===== config.mk =====
export PLATFORM = sky130hd
export DESIGN_NAME = mcfir_top
export DESIGN_NICKNAME = d
export VERILOG_FILES = /design/src/rtl/mcfir_pkg.sv /design/src/rtl/mcfir_framer.sv /design/src/rtl/mcfir_delay_bank.sv /design/src/rtl/mcfir_mac.sv /design/src/rtl/mcfir_top.sv
export SDC_FILE = /design/constraint.sdc
export NUM_CORES = 1
export LEC_CHECK = 0
export BUFFER_PORTS_ARGS = -buffer_cell sky130_fd_sc_hd__buf_2
export CAP_MARGIN = 5
export CORE_ASPECT_RATIO = 0.5
export CORE_MARGIN = 2
export CORE_UTILIZATION = 50
export CTS_BUF_LIST = sky130_fd_sc_hd__clkbuf_2
export CTS_CLUSTER_DIAMETER = 200
export DETAILED_ROUTE_END_ITERATION = 16
export HOLD_SLACK_MARGIN = 0.05
export PLACE_DENSITY = 0.69
export SKIP_CTS_REPAIR_TIMING = 1
export SLEW_MARGIN = 20
export SYNTH_ARGS = -nofsm -noshare
export SYNTH_HDL_FRONTEND = slang
export SYNTH_SLANG_ARGS = --single-unit
export TNS_END_PERCENT = 50

===== constraint.sdc =====
create_clock -name clk -period 4.55 [get_ports clk]
set_input_delay 0.91 -clock clk [delete_from_list [all_inputs] [get_ports clk]]
set_output_delay 0.91 -clock clk [all_outputs]
set_load 0.01 [all_outputs]

===== src/rtl/mcfir_pkg.sv =====
package mcfir_pkg;

  function automatic int clog2_min1(input int n);
    int r;
    r = 0;
    while ((1 << r) < n) r++;
    return (r < 1) ? 1 : r;
  endfunction

  function automatic int acc_width(input int dw, input int cw, input int taps);
    int g;
    g = 0;
    while ((1 << g) < taps) g++;
    return dw + cw + g;
  endfunction

endpackage


===== src/rtl/mcfir_framer.sv =====
module mcfir_framer #(
  parameter int CHANNELS = 3,
  parameter int CHW      = 2,
  parameter int LAT      = 3
) (
  input  logic           clk,
  input  logic           rst_n,
  input  logic           en,
  input  logic           accept,
  input  logic           in_sop,
  input  logic           in_eop,
  output logic [CHW-1:0] cur_chan,
  output logic           out_valid,
  output logic [CHW-1:0] out_chan,
  output logic           out_sop,
  output logic           out_eop
);
  localparam logic [CHW-1:0] LAST_CH = CHW'(CHANNELS - 1);

  logic [CHW-1:0] cnt_q;
  logic           is_last;

  logic [LAT-1:0]          v_q;
  logic [LAT-1:0][CHW-1:0] ch_q;
  logic [LAT-1:0]          sop_q;
  logic [LAT-1:0]          eop_q;

  // start marker forces channel 0
  assign cur_chan = in_sop ? '0 : cnt_q;
  assign is_last  = (cur_chan == LAST_CH);

  always_ff @(posedge clk or negedge rst_n) begin
    if (!rst_n) begin
      cnt_q <= '0;
    end else if (accept) begin
      cnt_q <= (in_eop || is_last) ? '0 : cur_chan + CHW'(1);
    end
  end

  // first tag stage, aligned with the window register
  always_ff @(posedge clk or negedge rst_n) begin
    if (!rst_n) begin
      v_q[0]   <= 1'b0;
      ch_q[0]  <= '0;
      sop_q[0] <= 1'b0;
      eop_q[0] <= 1'b0;
    end else if (en) begin
      v_q[0]   <= accept;
      ch_q[0]  <= cur_chan;
      sop_q[0] <= (cur_chan == '0);
      eop_q[0] <= in_eop || is_last;
    end
  end

  for (genvar s = 1; s < LAT; s++) begin : g_tag
    always_ff @(posedge clk or negedge rst_n) begin
      if (!rst_n) begin
        v_q[s]   <= 1'b0;
        ch_q[s]  <= '0;
        sop_q[s] <= 1'b0;
        eop_q[s] <= 1'b0;
      end else if (en) begin
        v_q[s]   <= v_q[s-1];
        ch_q[s]  <= ch_q[s-1];
        sop_q[s] <= sop_q[s-1];
        eop_q[s] <= eop_q[s-1];
      end
    end
  end

  assign out_valid = v_q[LAT-1];
  assign out_chan  = ch_q[LAT-1];
  assign out_sop   = sop_q[LAT-1];
  assign out_eop   = eop_q[LAT-1];

  // counter never leaves the channel range
  assert_chan_range_R3: assert property (@(posedge clk) disable iff (!rst_n)
    cnt_q <= LAST_CH);

  // a start marker lands on channel 0
  assert_sop_resync_R3: assert property (@(posedge clk) disable iff (!rst_n)
    (accept && in_sop) |=> (ch_q[0] == '0 && sop_q[0]));

  // an end marker restarts the round
  assert_eop_wrap_R9: assert property (@(posedge clk) disable iff (!rst_n)
    (accept && in_eop) |=> (cnt_q == '0));

endmodule


===== src/rtl/mcfir_delay_bank.sv =====
module mcfir_delay_bank #(
  parameter int CHANNELS = 3,
  parameter int CHW      = 2,
  parameter int TAPS     = 4,
  parameter int DW       = 12
) (
  input  logic                     clk,
  input  logic                     rst_n,
  input  logic                     accept,
  input  logic [CHW-1:0]           chan,
  input  logic [DW-1:0]            sample,
  output logic [TAPS-1:0][DW-1:0]  win
);
  // index 0 of each line is the newest sample
  logic [CHANNELS-1:0][TAPS-1:0][DW-1:0] line_q;
  logic [TAPS-1:0][DW-1:0]               shifted;
  logic [TAPS-1:0][DW-1:0]               sel_line;

  always_comb begin
    sel_line = '0;
    for (int c = 0; c < CHANNELS; c++) begin
      if (chan == CHW'(c)) sel_line = line_q[c];
    end
  end

  always_comb begin
    shifted[0] = sample;
    for (int k = 1; k < TAPS; k++) shifted[k] = sel_line[k-1];
  end

  for (genvar c = 0; c < CHANNELS; c++) begin : g_line
    always_ff @(posedge clk or negedge rst_n) begin
      if (!rst_n) begin
        line_q[c] <= '0;
      end else if (accept && chan == CHW'(c)) begin
        line_q[c] <= shifted;
      end
    end

    // lines of other channels do not move
    assert_line_hold_R4: assert property (@(posedge clk) disable iff (!rst_n)
      !(accept && chan == CHW'(c)) |=> $stable(line_q[c]));
  end

  always_ff @(posedge clk or negedge rst_n) begin
    if (!rst_n) begin
      win <= '0;
    end else if (accept) begin
      win <= shifted;
    end
  end

endmodule


===== src/rtl/mcfir_mac.sv =====
module mcfir_mac #(
  parameter int               TAPS  = 4,
  parameter int               DW    = 12,
  parameter int               CW    = 8,
  parameter int               AW    = 22,
  parameter logic [TAPS*CW-1:0] COEFS = '0
) (
  input  logic                    clk,
  input  logic                    rst_n,
  input  logic                    en,
  input  logic [TAPS-1:0][DW-1:0] win,
  output logic [AW-1:0]           acc
);
  localparam int PW = DW + CW;

  function automatic longint coef_abs_sum();
    longint s;
    longint v;
    s = 0;
    for (int k = 0; k < TAPS; k++) begin
      v = longint'($signed(COEFS[k*CW +: CW]));
      s += (v < 0) ? -v : v;
    end
    return s;
  endfunction

  localparam longint BOUND = coef_abs_sum() * (longint'(1) << (DW - 1));

  logic [TAPS-1:0][PW-1:0] prod_q;
  logic signed [AW-1:0]    sum;

  for (genvar k = 0; k < TAPS; k++) begin : g_mul
    localparam logic signed [CW-1:0] CK = COEFS[k*CW +: CW];
    logic signed [PW-1:0] xs;
    logic signed [PW-1:0] cs;
    assign xs = PW'($signed(win[k]));
    assign cs = PW'(CK);

    always_ff @(posedge clk or negedge rst_n) begin
      if (!rst_n) begin
        prod_q[k] <= '0;
      end else if (en) begin
        prod_q[k] <= xs * cs;
      end
    end
  end

  always_comb begin
    sum = '0;
    for (int k = 0; k < TAPS; k++) sum += AW'($signed(prod_q[k]));
  end

  always_ff @(posedge clk or negedge rst_n) begin
    if (!rst_n) begin
      acc <= '0;
    end else if (en) begin
      acc <= sum;
    end
  end

  // the sum stays inside the reachable range, so the width never wraps
  assert_acc_bound_R7: assert property (@(posedge clk) disable iff (!rst_n)
    (longint'($signed(acc)) <= BOUND) && (longint'($signed(acc)) >= -BOUND));

endmodule


===== src/rtl/mcfir_top.sv =====
module mcfir_top
  import mcfir_pkg::*;
#(
  parameter int                 CHANNELS = 3,
  parameter int                 TAPS     = 4,
  parameter int                 DW       = 12,
  parameter int                 CW       = 8,
  parameter logic [TAPS*CW-1:0] COEFS    = {8'h80, 8'h07, 8'hFD, 8'h05},
  localparam int                AW       = acc_width(DW, CW, TAPS),
  localparam int                CHW      = clog2_min1(CHANNELS)
) (
  input  logic           clk,
  input  logic           rst_n,
  input  logic           snk_valid,
  output logic           snk_ready,
  input  logic [DW-1:0]  snk_data,
  input  logic           snk_sop,
  input  logic           snk_eop,
  output logic           src_valid,
  input  logic           src_ready,
  output logic [AW-1:0]  src_data,
  output logic [CHW-1:0] src_channel,
  output logic           src_sop,
  output logic           src_eop
);
  localparam int LAT = 3;

  logic                    en;
  logic                    accept;
  logic [CHW-1:0]          cur_chan;
  logic [TAPS-1:0][DW-1:0] win;

  assign en        = src_ready;
  assign snk_ready = src_ready;
  assign accept    = snk_valid && src_ready;

  mcfir_framer #(
    .CHANNELS(CHANNELS),
    .CHW     (CHW),
    .LAT     (LAT)
  ) u_framer (
    .clk      (clk),
    .rst_n    (rst_n),
    .en       (en),
    .accept   (accept),
    .in_sop   (snk_sop),
    .in_eop   (snk_eop),
    .cur_chan (cur_chan),
    .out_valid(src_valid),
    .out_chan (src_channel),
    .out_sop  (src_sop),
    .out_eop  (src_eop)
  );

  mcfir_delay_bank #(
    .CHANNELS(CHANNELS),
    .CHW     (CHW),
    .TAPS    (TAPS),
    .DW      (DW)
  ) u_bank (
    .clk   (clk),
    .rst_n (rst_n),
    .accept(accept),
    .chan  (cur_chan),
    .sample(snk_data),
    .win   (win)
  );

  mcfir_mac #(
    .TAPS (TAPS),
    .DW   (DW),
    .CW   (CW),
    .AW   (AW),
    .COEFS(COEFS)
  ) u_mac (
    .clk  (clk),
    .rst_n(rst_n),
    .en   (en),
    .win  (win),
    .acc  (src_data)
  );

  // a result waiting on back-pressure holds still
  assert_stall_hold_R6: assert property (@(posedge clk) disable iff (!rst_n)
    (src_valid && !src_ready) |=> (src_valid && $stable(src_data) &&
      $stable(src_channel) && $stable(src_sop) && $stable(src_eop)));

  // no sample is taken while the output side stalls
  assert_no_take_R1: assert property (@(posedge clk) disable iff (!rst_n)
    !src_ready |=> $stable(cur_chan) || $past(snk_sop) != snk_sop);

endmodule


==> Word level (Yosys, flattened, before mapping) <==
Index checks and enable logic that the tools add are counted.
{ "word_totals": {"reg_bits": 255, "out_inout_bits": 28, "word_cells": 52, "in_bits": 18} }
{ "classes": {"muxes": 5, "eq_ne": 2, "n_mul": 3, "addsub": 5, "n_reduce_logical": 6} }
{ "op_table": {"columns": ["op", "count"], "rows": [
  ["36-bit 2-to-1 mux", 3],
  ["12-bit by 4-bit multiplier with 16-bit output (second input constant)", 2],
  ["22-bit by 20-bit adder with 22-bit output", 1],
  ["17-bit by 16-bit adder with 18-bit output", 1],
  ["16-bit by 15-bit adder with 17-bit output", 1],
  ["12-bit by 3-bit multiplier with 15-bit output (second input constant)", 1],
  ["12-bit negator with 13-bit output", 1],
  ["1-bit logical AND", 4],
  ["2-bit 2-to-1 mux", 2],
  ["2-bit by 1-bit adder with 2-bit output (second input constant)", 1],
  ["2-bit by 1-bit == test with 1-bit output (second input constant)", 1],
  ["2-bit == test (second input constant)", 1],
  ["2-bit zero test", 1],
  ["1-bit logical OR", 1]
]} }

==> Depth between registers and ports, before layout <==
{ "depth": {"ltp_word": 5, "mapped_depth": 14, "depth_no_buf": 14} }

==> Cells and area by module <==
A second synthesis with hierarchy kept.
{ "unflattened": {"hier_cells": 1248, "hier_area_um2": 14890.5} }
{ "modules_own_cells": {"columns": ["mod", "seq_area_each_um2", "area_each_um2", "n_inst", "cells_per_inst"], "rows": [
  ["mcfir_mac", 2052.0, 7279.5, 1, 736],
  ["mcfir_delay_bank", 3903.7, 6850.3, 1, 462],
  ["mcfir_framer", 425.4, 747.0, 1, 48],
  ["mcfir_top", 0.0, 13.8, 1, 2]
]} }

==> Worst setup path before layout <==
Ideal clock, no wire load.
{ "synth_timing": {"path_kind": "register to register", "start": "register u_bank.win[26] in the netlist's numbering", "end": "register u_mac.prod_q[54] in the netlist's numbering", "n_path_buf": 0, "path_stages_with_launch": 13, "t_required_ns": 4.411, "period_less_slack_ns": 3.238, "setup_slack_ns": 1.312, "t_arrival_ns": 3.099, "setup_ns": 0.139, "cell_sequence": "dfrtp_1 ha_1 inv_1 fa_1 inv_1 fa_1 a21o_1 a211o_1 a2111oi_4 o31ai_2 a31oi_2 xor2_1 mux2i_1"} }
{ "synth_via": {"elab_chain_len": 1} }
{ "synth_rtl": {"columns": ["item", "line_no", "source"], "rows": [
  ["from (decl)", "mcfir_delay_bank.sv:12", "output logic [TAPS-1:0][DW-1:0] win"],
  ["from (signal assigned)", "mcfir_delay_bank.sv:49", "win <= shifted;"],
  ["12-bit by 4-bit multiplier with 16-bit output", "mcfir_mac.sv:43", "prod_q[k] <= xs * cs;"],
  ["to (signal, indexed assignment)", "mcfir_mac.sv:43", null],
  ["to (decl)", "mcfir_mac.sv:29", "logic [TAPS-1:0][PW-1:0] prod_q;"]
]} }
Every way passes these cells.
A chain may end at the register's enable or synchronous reset.

==> Final worst setup path <==
{ "layout_timing": {"start": "register u_mac.prod_q[10] in the netlist's numbering", "end": "register u_mac.acc[20]"} }
{ "layout_via": {"elab_chain_len": 3} }
{ "layout_rtl": {"columns": ["item", "line_no", "source"], "rows": [
  ["16-bit by 15-bit adder with 17-bit output", "mcfir_mac.sv:50", "for (int k = 0; k < TAPS; k++) sum += AW'($signed(prod_q[k]));"],
  ["17-bit by 16-bit adder with 18-bit output", "mcfir_mac.sv:50", null],
  ["22-bit by 20-bit adder with 22-bit output", "mcfir_mac.sv:50", null],
  ["to (signal assigned)", "mcfir_mac.sv:57", "acc <= sum;"],
  ["to (decl)", "mcfir_mac.sv:12", "output logic [AW-1:0] acc"]
]} }
Every way passes these cells.

==> results.toml <==
[routing]
drtAntennaViolNets = 0
first_pass_iters = 5
wl_per_cell_um = 16.6
dr_total_vias = 10500
via_per_inst = 5.45
drt_wl_total_mm = 31.9
drtIter0Drc = 867
drc = 0

[sta]
worstMarginPinSlew_ns = 0.974
finClkSkew_ns = 0.0577
max_slew_margin = 0.349
fin_setup_tns_ns = 0
fin_crit_ns = 3.52
slew_violations = 0
rsz0062_at_grt = "false"
hold_violations = 0
fin_crit_sh = 0.774
timing.fmax_ghz = 0.284
setup_viol = 0

[layout]
drive_above_1_share = 0.154
multi_input_area_sq_um = 7060
syn_to_final_growth_pct = 7.75
nets = 1666
regArea_sq_um = 6360
fill_cells = 2486

[setup_path]
start_kind = "flip-flop"
crit_required_ns = 5.34
crit_path_max_fanout = 6
cp-end-kind = "flip-flop"
cp_data_arrival_time_ns = 4.32
worstSetupPathType = "flip-flop to flip-flop"

[yosys]
synthFlopType = "dfrtp_1"
yosysWarnings = 0
synth-edff-count = 0
synth-async-reset-ratio = 1.00
synth_area_sq_um = 14200
synth_nets = 1617
ys_ff_latch = 254
synth.avg_cell_area_sq_um = 9.82
synthCells = 1449
seq_area_frac_synth = 0.447
ys_types = 60

[floorplan]
die_w_um = 243
core-area_sq_um = 27900
dieArea_sq_um = 29900
initial_core_util = 0.511
fp-row-count = 43
fp.dieH_um = 123
pin_count = 46

[power]
leakage_nw = 7.68
max-vdd-ir-drop_mv = 0.604
power.total_mw = 12.3
power_density_nw_per_um2 = 799

[grt]
overflow = 0
grt_pass1_wl_mm = 51.6
first_global_vias = 10100
grt.total_usage = 0.218
grt_max_degree = 107
grt_antenna_before_repair = 1

[clock_network]
cts-buffers-inserted = 57
clk_pin_slew_ns = 0.12
clock_latency_ns = 0.93
root_buffer = "clkbuf_2"
cts.sinks = 254
cts_tree = "built"
clock_path_buffers = 3
h-tree-depth = 2

[flow_run]
drv_cap = 0

[place]
dp_hpwl_mm = 22.7
portBuffers = 45
gp_congestion = 0.856

[hold_path]
hold_class = "primary input to flip-flop"

[run_status]
outcome = "finished, final reports clean"
==> cell usage after synthesis, drive strengths merged, types with 10 or more instances <==
cell type / number / area share
buf: 12 / 0.0042
xor2: 17 / 0.010
dfrtp: 254 / 0.45
nor3: 10 / 0.0039
clkbuf: 59 / 0.016
nand3: 11 / 0.0039
xnor2: 27 / 0.017
o21ai: 162 / 0.057
nor2: 73 / 0.019
nand2: 209 / 0.055
fa: 43 / 0.060
inv: 147 / 0.039
mux2: 69 / 0.055
a21oi: 80 / 0.028
ha: 107 / 0.094
a22oi: 35 / 0.018
a21o: 23 / 0.012
==> layer usage <==
layer	vias to the layer above	wire [um]	global-route usage
met1	5160	15900	0.318
met4	0	690	0.0721
met3	58	1690	0.0434
li1	5030	-	-
met2	239	13600	0.329
met5	-	0	0
==> cells in the final DEF (no fill, tap or decap), drive strengths merged, types with 23 or more instances in the layout <==
master / synthesis / final
dfrtp: 254 / 254
nand2: 209 / 209
o21ai: 162 / 162
inv: 147 / 148
ha: 107 / 107
clkbuf: 59 / 92
a21oi: 80 / 80
nor2: 73 / 73
mux2: 69 / 69
buf: 12 / 60
fa: 43 / 43
a22oi: 35 / 35
xnor2: 27 / 27
a21o: 23 / 23
==> layout make-up <==
cell class | instances | share of cell area
inverters | 147 | 0.0360
well taps | 382 | 0.0312
repair buffers | 61 | 0.0251
flip-flops and latches | 254 | 0.414
clock buffers | 92 | 0.0300
clock inverters | 9 | 0.00286
diodes | 1 | 0.000163
multi-input cells | 977 | 0.460
==> kinds of logic (layout without fill, tap and decap cells) <==
logic type      after synthesis  after routing  share of synthesized area
simple gates                349            349                      0.103
buf+inv                     218            309                     0.0585
mux                          76             76                     0.0595
xor+xnor                     44             44                     0.0271
compound gates              358            358                      0.151
other cells                   0              1                          0
fa+ha+maj                   150            150                      0.155
flops                       254            254                      0.447
==> worst max-delay path: stages, from the launching register on <==
cell	delay, ns
dfrtp_1	0.36
inv_1	0.06
fa_1	0.52
fa_1	0.52
inv_1	0.04
ha_1	0.36
a21o_1	0.23
a31oi_1	0.23
nand4_1	0.21
a41oi_1	0.37
o211ai_1	0.17
and3_1	0.19
o31ai_1	0.18
==> state kept, by name, indices dropped and copies added (netlist names) <==
register and count:
u_framer.v_q 2, u_framer.out_eop 1, u_mac.prod_q 60, u_framer.out_valid 1
u_framer.out_chan 2, u_mac.acc 21, u_bank.win 48, u_framer.out_sop 1
u_framer.sop_q 2, u_framer.cnt_q 2, u_framer.ch_q 4, u_framer.eop_q 2
u_bank.line_q 108
==> per-stage QoR <==
step / utilization / hold slack (ns) / area, sq um / cells / worst slack [ns]
6_report: 0.550 / 0.256 / 15300 / 1923 / 1.03
5_1_grt: 0.550 / 0.184 / 15300 / 1923 / 0.721
2_1_floorplan: - / 0.440 / 14200 / 1449 / 1.31
3_3_place_gp: 0.532 / 0.456 / 14800 / 1820 / 1.19
4_1_cts: 0.550 / -0.0211 / 15300 / 1921 / 1.01
3_5_place_dp: 0.532 / 0.469 / 14800 / 1820 / 1.06
==> final timing paths <==
path,start,endpoint,slack [ns],cells after the start
min in group asynchronous,rst_n,u_bank.line_q[69],0.59,2
max in group asynchronous,rst_n,u_mac.acc[2],2.96,3
worst min register to register,u_bank.line_q[127],u_bank.line_q[127],0.49,2
worst max register to register,u_mac.prod_q[10],u_mac.acc[20],1.03,12
worst min-delay path,snk_data[10],u_bank.win[10],0.26,3
worst max-delay path,u_mac.prod_q[10],u_mac.acc[20],1.03,12
==> where the power goes <==
group | total [mW] | switching [mW] | internal (mW)
sequential | 3.47 | 0.460 | 3.01
clock | 1.44 | 0.913 | 0.531
combinational | 7.34 | 4.17 | 3.18
Power figures use the tool's default switching activity.
